`config.mk`:
```
export PLATFORM = sky130hd
export DESIGN_NAME = pipe_hazard_ctl
export DESIGN_NICKNAME = d
export VERILOG_FILES = /design/src/rtl/hzd_pkg.sv /design/src/rtl/hzd_datapath.sv /design/src/rtl/hzd_control.sv /design/src/rtl/pipe_hazard_ctl.sv
export SDC_FILE = /design/constraint.sdc
export NUM_CORES = 1
export LEC_CHECK = 0
export ABC_AREA = 1
export BUFFER_PORTS_ARGS = -buffer_cell sky130_fd_sc_hd__buf_2
export CAP_MARGIN = 10
export CORE_AREA = 2 2 39 41
export CTS_CLUSTER_SIZE = 28
export DETAILED_ROUTE_END_ITERATION = 10
export DIE_AREA = 0 0 41 43
export GPL_ROUTABILITY_DRIVEN = 0
export HOLD_SLACK_MARGIN = 0.12
export PLACE_DENSITY = 0.5
export SETUP_SLACK_MARGIN = 0.4
export SLEW_MARGIN = 5
export SYNTH_ARGS = -nofsm -noshare
export SYNTH_HDL_FRONTEND = slang
export SYNTH_SLANG_ARGS = --single-unit
```
`constraint.sdc`:
```
create_clock -name clk -period 1.83 [get_ports clk]
set_input_delay 0.2745 -clock clk [delete_from_list [all_inputs] [get_ports clk]]
set_output_delay 0.2745 -clock clk [all_outputs]
set_load 0.01 [all_outputs]
```
`src/rtl/hzd_pkg.sv`:
```
package hzd_pkg;

  localparam int REG_ADDR_W = 3;
  localparam int SRC_PORTS  = 2;

  typedef struct packed {
    logic stall;
    logic flush;
  } ctlStrobes_t;

endpackage

```
`src/rtl/hzd_datapath.sv`:
```
module hzd_datapath #(
  parameter int ADDR_W  = hzd_pkg::REG_ADDR_W,
  parameter int NUM_SRC = hzd_pkg::SRC_PORTS
) (
  input  logic                             clk,
  input  logic                             rst,
  input  logic [NUM_SRC-1:0][ADDR_W-1:0]   srcAddr,
  input  logic [NUM_SRC-1:0]               srcUse,
  input  logic [ADDR_W-1:0]                exDstAddr,
  input  logic                             exWrEn,
  input  hzd_pkg::ctlStrobes_t             strobes,
  output logic                             rawHazard,
  output logic                             pcHold,
  output logic                             ifDofHold,
  output logic                             dofExBubble,
  output logic                             ifClear,
  output logic                             dofClear
);

  localparam logic [ADDR_W-1:0] ZERO_REG = '0;

  logic dstLive;
  logic [NUM_SRC-1:0] matchVec;

  // Destination only counts when it is written and is not the zero register
  assign dstLive = exWrEn && (exDstAddr != ZERO_REG);

  generate
    for (genvar i = 0; i < NUM_SRC; i++) begin : gSrcCmp
      assign matchVec[i] = dstLive && srcUse[i] && (srcAddr[i] == exDstAddr);
    end
  endgenerate

  assign rawHazard = |matchVec;

  // Fan the control strobes out to the stage-register controls
  assign pcHold      = strobes.stall;
  assign ifDofHold   = strobes.stall;
  assign dofExBubble = strobes.stall;
  assign ifClear     = strobes.flush;
  assign dofClear    = strobes.flush;

  // a write to the zero register or no write at all never stalls
  assert_zero_dst_R4: assert property (@(posedge clk) disable iff (rst)
    ((exDstAddr == ZERO_REG) || !exWrEn) |-> !pcHold);

  // clears and holds are never raised together
  assert_flush_wins_R6: assert property (@(posedge clk) disable iff (rst)
    ifClear |-> (!pcHold && !dofExBubble));

endmodule

```
`src/rtl/hzd_control.sv`:
```
module hzd_control (
  input  logic                 clk,
  input  logic                 rst,
  input  logic                 rawHazard,
  input  logic                 exBranchTaken,
  output hzd_pkg::ctlStrobes_t strobes
);

  logic dofValid;
  logic exValid;
  logic flushNow;
  logic stallNow;

  // Branch flush outranks the dependency stall
  assign flushNow = !rst && exValid && exBranchTaken;
  assign stallNow = !rst && exValid && dofValid && rawHazard && !flushNow;

  assign strobes.flush = flushNow;
  assign strobes.stall = stallNow;

  // Track which slots hold real instructions
  always_ff @(posedge clk) begin
    if (rst) begin
      dofValid <= 1'b0;
      exValid  <= 1'b0;
    end else if (flushNow) begin
      dofValid <= 1'b0;
      exValid  <= 1'b0;
    end else if (stallNow) begin
      exValid  <= 1'b0;
    end else begin
      exValid  <= dofValid;
      dofValid <= 1'b1;
    end
  end

  // nothing raised while reset is high
  assert_reset_quiet_R1: assert property (@(posedge clk)
    rst |-> !(strobes.stall || strobes.flush));

  // the cycle after a stall is quiet
  assert_stall_single_R7: assert property (@(posedge clk) disable iff (rst)
    strobes.stall |=> !(strobes.stall || strobes.flush));

  // first shadow cycle after a flush is quiet
  assert_flush_shadow1_R8: assert property (@(posedge clk) disable iff (rst)
    strobes.flush |=> !(strobes.stall || strobes.flush));

  // second shadow cycle after a flush is quiet
  assert_flush_shadow2_R8: assert property (@(posedge clk) disable iff (rst)
    $past(strobes.flush, 2) |-> !(strobes.stall || strobes.flush));

  // first cycle after reset release is quiet
  assert_post_reset_R9: assert property (@(posedge clk) disable iff (rst)
    $fell(rst) |-> !(strobes.stall || strobes.flush));

endmodule

```
`src/rtl/pipe_hazard_ctl.sv`:
```
module pipe_hazard_ctl #(
  parameter int ADDR_W = hzd_pkg::REG_ADDR_W
) (
  input  logic              clk,
  input  logic              rst,
  input  logic [ADDR_W-1:0] srcAAddr,
  input  logic              srcAUse,
  input  logic [ADDR_W-1:0] srcBAddr,
  input  logic              srcBUse,
  input  logic [ADDR_W-1:0] exDstAddr,
  input  logic              exWrEn,
  input  logic              exBranchTaken,
  output logic              pcHold,
  output logic              ifDofHold,
  output logic              dofExBubble,
  output logic              ifClear,
  output logic              dofClear
);

  localparam int NUM_SRC = 2;

  logic [NUM_SRC-1:0][ADDR_W-1:0] srcAddrVec;
  logic [NUM_SRC-1:0]             srcUseVec;
  logic                           rawHazard;
  hzd_pkg::ctlStrobes_t           strobes;

  assign srcAddrVec = {srcBAddr, srcAAddr};
  assign srcUseVec  = {srcBUse, srcAUse};

  hzd_control u_ctl (
    .clk           (clk),
    .rst           (rst),
    .rawHazard     (rawHazard),
    .exBranchTaken (exBranchTaken),
    .strobes       (strobes)
  );

  hzd_datapath #(
    .ADDR_W  (ADDR_W),
    .NUM_SRC (NUM_SRC)
  ) u_dp (
    .clk         (clk),
    .rst         (rst),
    .srcAddr     (srcAddrVec),
    .srcUse      (srcUseVec),
    .exDstAddr   (exDstAddr),
    .exWrEn      (exWrEn),
    .strobes     (strobes),
    .rawHazard   (rawHazard),
    .pcHold      (pcHold),
    .ifDofHold   (ifDofHold),
    .dofExBubble (dofExBubble),
    .ifClear     (ifClear),
    .dofClear    (dofClear)
  );

  // a hold always traces back to a live operand match
  assert_stall_cause_R2: assert property (@(posedge clk) disable iff (rst)
    pcHold |-> (exWrEn && (exDstAddr != '0) &&
                ((srcAUse && srcAAddr == exDstAddr) ||
                 (srcBUse && srcBAddr == exDstAddr))));

  // a clear always traces back to a taken branch
  assert_flush_cause_R5: assert property (@(posedge clk) disable iff (rst)
    (ifClear || dofClear) |-> exBranchTaken);

endmodule

```
==> results.cfg, run 1 <==
[floorplan]
start_util_pct = 17.18
num_io_pins = 20
rows = 14
core_um2 = 1384
die_x_um = 41
fp.dieH_um = 43
dieArea_um2 = 1763

[setup_path]
path_cells = inv_1 > nor2_2 > nand3_1 > nor2_1 > nand2_1 > nor2_2 > buf_2
r2r_setup_slack_ns = 0.75
startpoint_type = flop
cp_slowest_cell = dfxtp_1
rr_startpoint = u_ctl.exValid$_SDFF_PP0_
crit_path_max_incr_delay_ns = 0.29
r2r_cells = 9
rr_endpoint = u_ctl.exValid$_SDFF_PP0_
worst-path-max-fanout = 3
critical_path_class = flop to output pin
critPathCaptureType = output pin
crit_end = pcHold
path_common_cell = nor2_2
critPathArrivalTime_ns = 1.17
critical_path.startpoint = u_ctl.exValid$_SDFF_PP0_
critPathRequiredTime_ns = 1.56

[cts]
clockBufferDepth = 2
clockRootBuffer = clkbuf_4
htreeDepth = 1
insertion_delay_ns = 0.22
clk_pin_slew_ns = 0.03
cts_tree = built
cts_buffers = 3
clkSinkCount = 2

[finish]
final_area_um2 = 370.4
n_antenna_cell = 0
instances_no_fill = 87
layout-drive-gt1-share_pct = 40.85
regArea_um2 = 40.04
n_fill_cell = 170
final_core_util_pct = 26.76
syn_to_final_growth_pct = 55.79
fin_nets = 88
multi_input_area_um2 = 140.1

[sta]
finClkSkew_ns = 0.0005327
fin_crit_ns = 1.441
setup_viol_count_final = 0
setup_ws_ns = 0.3889
drv_slew = 0
finalSetupTns_ns = 0
finalCritPeriodShare_pct = 78.75
holdWs_ns = 0.2560
worst_pin_slew_ns = 0.1649
rsz0062_at_grt = yes
hold_viol_final = 0
slew_headroom_pct = 88.92
maxClockFrequency_ghz = 0.6939

[place]
dp_hpwl_um = 491.8
dp.cells = 82
portBuffers = 19
post_dp_cell_area_um2 = 330.3
dp_slack_ns = 0.4586

[logic_synthesis]
ys_warn_count = 0
synth_area_um2 = 237.7
syn-num-nets = 65
yosysTopAreaCell = nand2_1
yosys.area_share.simple_pct = 55.79
ys_seq_area_share_pct = 16.84
avgSynthCellArea_um2 = 4.755
synth_edf_count = 0
synthAdderAreaFrac_pct = 0
synthTopCellsByCount = 22 x nand2_1, 9 x nor2_1, 8 x inv_1
synth_seq_cells = 2
synth_xor_area_share_pct = 0
synth.most_common_cell = nand2_1
yosysTopAreaCellShare_pct = 34.74
async_flop_share_pct = 0
synth-compound-area-share_pct = 2.105
yosys_most_used_dff = dfxtp_1
yosys-top-cells-area = nand2_1 35%, dfxtp_1 17%, nor2_1 14%
synth_mux_area_share_pct = 0
synthCells = 50
synth_top_family_by_area = simple AND/OR/NAND/NOR gates
ys_types = 10

[detailed_routing]
via_per_inst = 3.644
drtIter0Drc = 1
routed_wl_um = 581
drt_first_pass_iters = 2
wl_per_cell_um = 6.678
drc = 0
ant_nets = 0
dr_total_vias = 317

[outcome]
status = finished clean

[power_and_ir_drop]
finalPower_mw = 0.1925
power_density_nw_per_um2 = 519.8
p_leak_nw = 0.2554
max-vdd-ir-drop_mv = 0.2578

[grt]
grt.overflow.total = 0
grt.total_usage_pct = 7.315
grt_pass1_vias = 241
grt_max_degree = 6
grt_antenna_before_repair = 0
grt_pass1_wl_um = 876

[worst_hold_path]
hp-class = primary input to flop

[run]
max_cap_viol_count = 0
[final cells by class]
type                       instances  share of cell area, %
multi-input combinational         35                  37.84
clock buffer                       3                  6.081
tap                               16                  5.405
inverter                          10                  10.14
timing repair buffer              21                  29.73
sequential                         2                  10.81
[timing repair]
action | 4_1_cts | 5_1_grt
gates resized for setup | 0 | 2
endpoints found under the hold margin | 0 | 0
cloned | 0 | 0
endpoints found under the setup margin | 3 | 5
hold buffers | 0 | 0
setup buffers | 1 | 1
[worst max-delay path, delay by kind of cell, from the launching register on]
kind,cells,cell delay [ns]
simple gates,5,0.48
flops,1,0.29
buf+inv,2,0.18
[worst min-delay path by stage]
stage                                      startpoint                          end  slack, ns  cells past startpoint
after CTS                                         rst  u_ctl.dofValid$_SDFFE_PP0N_       0.24                      2
after floorplan                                   rst  u_ctl.dofValid$_SDFFE_PP0N_       0.36                      1
after global routing                              rst  u_ctl.dofValid$_SDFFE_PP0N_       0.25                      2
after detailed placement  u_ctl.dofValid$_SDFFE_PP0N_     u_ctl.exValid$_SDFF_PP0_       0.44                      2
after global placement    u_ctl.dofValid$_SDFFE_PP0N_     u_ctl.exValid$_SDFF_PP0_       0.44                      2
final                                             rst  u_ctl.dofValid$_SDFFE_PP0N_       0.26                      2
[power breakdown]
| group | internal (mW) | switching (mW) | total, mW | leakage (nW) |
|---|---|---|---|---|
| clock | 0.0722 | 0.0230 | 0.0952 | 0.0138 |
| sequential | 0.0467 | 0.000932 | 0.0476 | 0.0167 |
| combinational | 0.0240 | 0.0257 | 0.0497 | 0.225 |
[sequential cells by signal, indices dropped and copies added (netlist names)]
name and cells:
u_ctl.dofValid 1, u_ctl.exValid 1
[layer usage]
metal,share of wire (%),vias to the layer above,global-route usage [%],wire (um)
met3,5.9,0,3.141,34
met1,50,125,10.86,288
met5,0,-,0,0
met2,45,9,8.438,259
met4,0,0,4.000,0
li1,-,183,-,-
[kinds of logic after synthesis]
group / count (synthesis)
buffers and inverters: 13
and+or+nand+nor: 34
DFF: 2
AOI/OAI and AO/OA: 1
[placed cells by master, fill, tap and decap left out]
master | netlist | final
a21oi_1 | 1 | 1
buf_2 | 0 | 19
buf_4 | 3 | 2
clkbuf_4 | 0 | 3
dfxtp_1 | 2 | 2
inv_1 | 8 | 7
inv_2 | 2 | 3
nand2_1 | 22 | 22
nand3_1 | 1 | 1
nor2_1 | 9 | 8
nor2_2 | 1 | 2
nor3_1 | 1 | 1
Power figures use the tool's default switching activity.
==> inputs of run 2 (changes only) <==
PLACE_DENSITY = 0.52   (was 0.5)
clock period = 1.3 ns   (was 1.83 ns; I/O delays follow)
==> run 2 against run 1 <==
Core utilization is 4.2 points higher. Clock power rose by 40%. Critical endpoint is now dofExBubble. Hold slack worse by 0.062 ns. The flow now finishes with violations (negative setup slack). First-iteration DRC count is 100% lower.
==> results.cfg, run 2 (synthesized netlist as in run 1, its figures left out) <==
[detailed_routing]
routed_wl_um = 580
ant_nets = 0
dr_total_vias = 314
wl_per_cell_um = 6.667
drtIter0Drc = 0
via_per_inst = 3.609
drc = 0
drt_first_pass_iters = 1

[worst_hold_path]
hp-class = primary input to flop

[grt]
grt_pass1_vias = 270
grt.overflow.total = 0
grt.total_usage_pct = 7.508
grt_antenna_before_repair = 0
grt_pass1_wl_um = 910
grt_max_degree = 6

[setup_path]
startpoint_type = flop
path_common_cell = nor2_4
worst-path-max-fanout = 3
critPathRequiredTime_ns = 1.11
crit_path_max_incr_delay_ns = 0.31
critical_path_class = flop to output pin
path_cells = inv_2 > nor2_4 > nand3_2 > nor2_2 > nand2_2 > nor2_4 > buf_6
critPathArrivalTime_ns = 1.23
crit_family = simple AND/OR/NAND/NOR gates
critPathCaptureType = output pin
worstPathBufferInverterCount = 2
cp_slowest_cell = dfxtp_2

[floorplan]
core_um2 = 1384
fp.dieH_um = 43
num_io_pins = 20
start_util_pct = 17.18
rows = 14
die_x_um = 41
dieArea_um2 = 1763

[place]
post_dp_cell_area_um2 = 335.3
portBuffers = 19
dp_hpwl_um = 459.9

[finish]
n_fill_cell = 161
syn_to_final_growth_pct = 80.53
mostFrequentLayoutCells = 21 x nand2_1, 14 x buf_2, 6 x inv_1, 6 x nor2_1, 5 x buf_6
fin_nets = 88
layout-drive-gt1-share_pct = 50.70
regArea_um2 = 41.29
n_antenna_cell = 0
layout_commonest_cell = nand2_1
multi_input_area_um2 = 166.4
final_area_um2 = 429.2
reg_top3 = u_ctl.dofValid (1), u_ctl.exValid (1)

[sta]
fin_crit_ns = 1.428
finalCritPeriodShare_pct = 109.8
worst_pin_slew_ns = 0.2049
rsz0062_at_grt = yes
drv_slew = 0
finalSetupTns_ns = -0.3813
finClkSkew_ns = 0.0009545
setup_viol_count_final = 3
setup_ws_ns = -0.1278
slew_headroom_pct = 86.23
maxClockFrequency_ghz = 0.7004
holdWs_ns = 0.1941
hold_viol_final = 0

[cts]
insertion_delay_ns = 0.22
clockBufferDepth = 2
clockRootBuffer = clkbuf_4
clkSinkCount = 2
cts_buffers = 3
clk_pin_slew_ns = 0.03
htreeDepth = 1
cts_tree = built

[outcome]
violations = negative setup slack
status = finished, violations left

[run]
max_cap_viol_count = 0

[power_and_ir_drop]
p_leak_nw = 0.2578
max-vdd-ir-drop_mv = 0.3907
power_density_nw_per_um2 = 648.5
[run 2: cell counts in the layout (fill, tap and decap cells not counted)]
Identical to the previous run, type by type.
[run 2: per-layer routing]
layer / wire [um] / track usage [%] / vias up
li1: - / - / 182
met5: 0 / 0 / -
met1: 230 / 7.643 / 128
met4: 0 / 4.000 / 0
met3: 19 / 3.141 / 0
met2: 331 / 12.19 / 4
[run 2: what timing repair did]
action	in CTS	in global routing
pin swaps	2	5
setup buffers	1	1
hold buffers	0	0
endpoints found under the setup margin	5	6
gates resized for setup	3	11
hold endpoints to repair	0	0
[run 2: worst reg2reg max path: stages, from the launching register on]
cell and delay [ns]:
dfxtp_2 0.30, inv_2 0.06, nor2_4 0.04, nand2_1 0.07, inv_2 0.05, buf_4 0.13
nor2_2 0.09, nand2_1 0.07, a21oi_2 0.09
[run 2: power by group]
group,switching (mW),internal (mW),total [mW]
Clock,0.0317,0.102,0.133
Sequential,0.00200,0.0662,0.0682
Combinational,0.0405,0.0364,0.0769
[run 2: final cells by class]
type                    count  area share [%]
repair buffers             21           32.94
inverters                  10           8.746
clock buffers               3           5.248
flip-flops and latches      2           9.621
well taps                  16           4.665
multi-input cells          35           38.78
[run 2: worst paths after layout]
check / start / end / slack, ns / cells past startpoint
max reg2reg: u_ctl.exValid$_SDFF_PP0_ / u_ctl.exValid$_SDFF_PP0_ / 0.34 / 8
min: rst / u_ctl.dofValid$_SDFFE_PP0N_ / 0.19 / 2
min reg2reg: u_ctl.dofValid$_SDFFE_PP0N_ / u_ctl.exValid$_SDFF_PP0_ / 0.45 / 2
max: u_ctl.exValid$_SDFF_PP0_ / dofExBubble / -0.13 / 7
[run 2: stage by stage]
| step | power [mW] | setup slack [ns] | util, % | cells |
|---|---|---|---|---|
| final | 0.2783 | -0.1278 | 31.01 | 87 |
| after global routing | 0.3143 | -0.2117 | 31.01 | 87 |
| after CTS | 0.2809 | -0.1236 | 27.58 | 86 |
| after detailed placement | 0.1340 | 0.09866 | 24.23 | 82 |
| after global placement | 0.1339 | 0.09826 | 24.23 | 82 |
| after floorplan | 0.1019 | 0.1551 | - | 50 |
==> inputs of run 3 (changes only) <==
PLACE_DENSITY = default   (was 0.52)
==> run 3 against run 2 <==
Largest cell class unchanged. Sequential share of layout area fell by 0.17 points. Highest routed layer unchanged. Non-clock buffer count grew 1. Critical endpoint unchanged. Routed wire length is 13% higher. Die area unchanged. The run still ends with negative setup slack left. Via count grew 5.1%. Critical path type unchanged.
==> results.cfg, run 3 (synthesized netlist as in run 1, its figures left out) <==
[sta]
holdWs_ns = 0.2079
finalSetupTns_ns = -0.1528
hold_viol_final = 0
setup_viol_count_final = 3
finalCritPeriodShare_pct = 104.7
maxClockFrequency_ghz = 0.7350
drv_slew = 0
setup_ws_ns = -0.06046
fin_crit_ns = 1.360
worst_pin_slew_ns = 0.3466
slew_headroom_pct = 76.72
rsz0062_at_grt = yes
finClkSkew_ns = 0.001644

[grt]
busiest_layer = met2
met3_usage_pct = 4.712
grt.total_usage_pct = 9.309
grt_antenna_before_repair = 0
grt_max_degree = 6
grt_pass1_wl_mm = 1.076
grt.overflow.total = 0
met1_usage_pct = 8.917
grt_pass1_vias = 301
grt_use_met2_pct = 14.69

[outcome]
violations = negative setup slack
status = finished, violations left

[setup_path]
rr_endpoint = u_ctl.exValid$_SDFF_PP0_
crit_family = simple AND/OR/NAND/NOR gates
r2r_cells = 9
worstPathBufferInverterCount = 2
path_cells = inv_2 > nor2_4 > nand3_2 > nor2_4 > nand2_2 > nor2_4 > buf_2
r2r_setup_slack_ns = 0.25
startpoint_type = flop
critPathArrivalTime_ns = 1.17
crit_path_max_incr_delay_ns = 0.31
critPathCaptureType = output pin
critical_path.startpoint = u_ctl.exValid$_SDFF_PP0_
critPathRequiredTime_ns = 1.11
path_common_cell = nor2_4
critical_path_class = flop to output pin
rr_startpoint = u_ctl.exValid$_SDFF_PP0_
worst-path-max-fanout = 3
cp_slowest_cell = dfxtp_2

[cts]
clockBufferDepth = 2
cts_buffers = 3
htreeDepth = 1
holdBufCountCts = 0
clockRootBuffer = clkbuf_4
insertion_delay_ns = 0.22
clkSinkCount = 2
clk_pin_slew_ns = 0.03
cts_tree = built

[worst_hold_path]
hold-path-endpoint = u_ctl.dofValid$_SDFFE_PP0N_
hp-class = primary input to flop
hp-start = rst
hold_depth = 2

[detailed_routing]
drtIter0Drc = 5
drt_first_pass_iters = 4
dr_total_vias = 330
routed_wl_um = 657
wl_per_cell_um = 7.466
drc = 0
ant_nets = 0
via_per_inst = 3.750

[finish]
mostFrequentLayoutCells = 20 x nand2_1, 16 x buf_2, 6 x inv_1, 6 x nor2_1
syn_to_final_growth_pct = 83.68
regArea_um2 = 41.29
n_fill_cell = 171
fin_nets = 89
n_antenna_cell = 0
instances_no_fill = 88
reg_top3 = u_ctl.dofValid (1), u_ctl.exValid (1)
layout-drive-gt1-share_pct = 51.39
layout_commonest_cell = nand2_1
multi_input_area_um2 = 175.2

[power_and_ir_drop]
finalPower_mw = 0.2869
max-vdd-ir-drop_mv = 0.3306
power_density_nw_per_um2 = 657.1
p_leak_nw = 0.2664

[floorplan]
core_um2 = 1384
dieArea_um2 = 1763
rows = 14
num_io_pins = 20
fp.dieH_um = 43
start_util_pct = 17.18
die_x_um = 41

[place]
portBuffers = 19
dp_hpwl_um = 492.3
dp.cells = 82

[run]
max_cap_viol_count = 0
-- run 3: cell types whose count changed in the layout (fill, tap and decap cells not counted), sizes merged --
| cell | previous run | this run |
|---|---|---|
| buf | 21 | 22 |
-- run 3: worst max-delay path by stage --
stage	end	slack [ns]	cells after the start
floorplan	ifDofHold	0.16	7
global placement	dofExBubble	0.11	10
detailed placement	ifDofHold	0.10	10
CTS	ifDofHold	-0.08	7
global route	pcHold	-0.15	7
finish	dofExBubble	-0.06	7
-- run 3: power breakdown --
group	switching (mW)	internal [mW]
combinational	0.0438	0.0390
sequential	0.00215	0.0662
clock	0.0342	0.102
-- run 3: worst reg2reg max path, cell delays in order, from the launching register on --
cell and delay [ns]:
dfxtp_2 0.30, inv_2 0.06, nor2_4 0.04, buf_4 0.13
nand2_2 0.05, inv_2 0.05, buf_6 0.11, nor2_4 0.08
nand2_1 0.05, a21oi_1 0.11
-- run 3: what timing repair did --
action | in CTS | in global routing
endpoints found under the hold margin | 0 | 0
pin swaps | 1 | 2
setup endpoints to repair | 5 | 7
setup buffers | 2 | 1
resized for setup | 7 | 8
-- run 3: per-layer routing --
| layer | routed length, um | vias up |
|---|---|---|
| met2 | 383 | 5 |
| met1 | 245 | 140 |
| met5 | 0 | - |
| met4 | 0 | 0 |
| li1 | - | 185 |
| met3 | 27 | 0 |
-- run 3: layout make-up --
type | count | area share [%]
multi-input cells | 35 | 40.11
repair buffers | 22 | 32.09
clock buffers | 3 | 5.158
inverters | 10 | 8.596
flip-flops and latches | 2 | 9.456
well taps | 16 | 4.585
-- run 3: metrics by stage --
step	worst slack, ns	utilization, %	area (um^2)
2_1_floorplan	0.1551	-	242.7
3_3_place_gp	0.1126	24.23	335.3
3_5_place_dp	0.1009	24.23	335.3
4_1_cts	-0.07911	29.02	401.6
5_1_grt	-0.1532	31.56	436.7
6_report	-0.06046	31.56	436.7
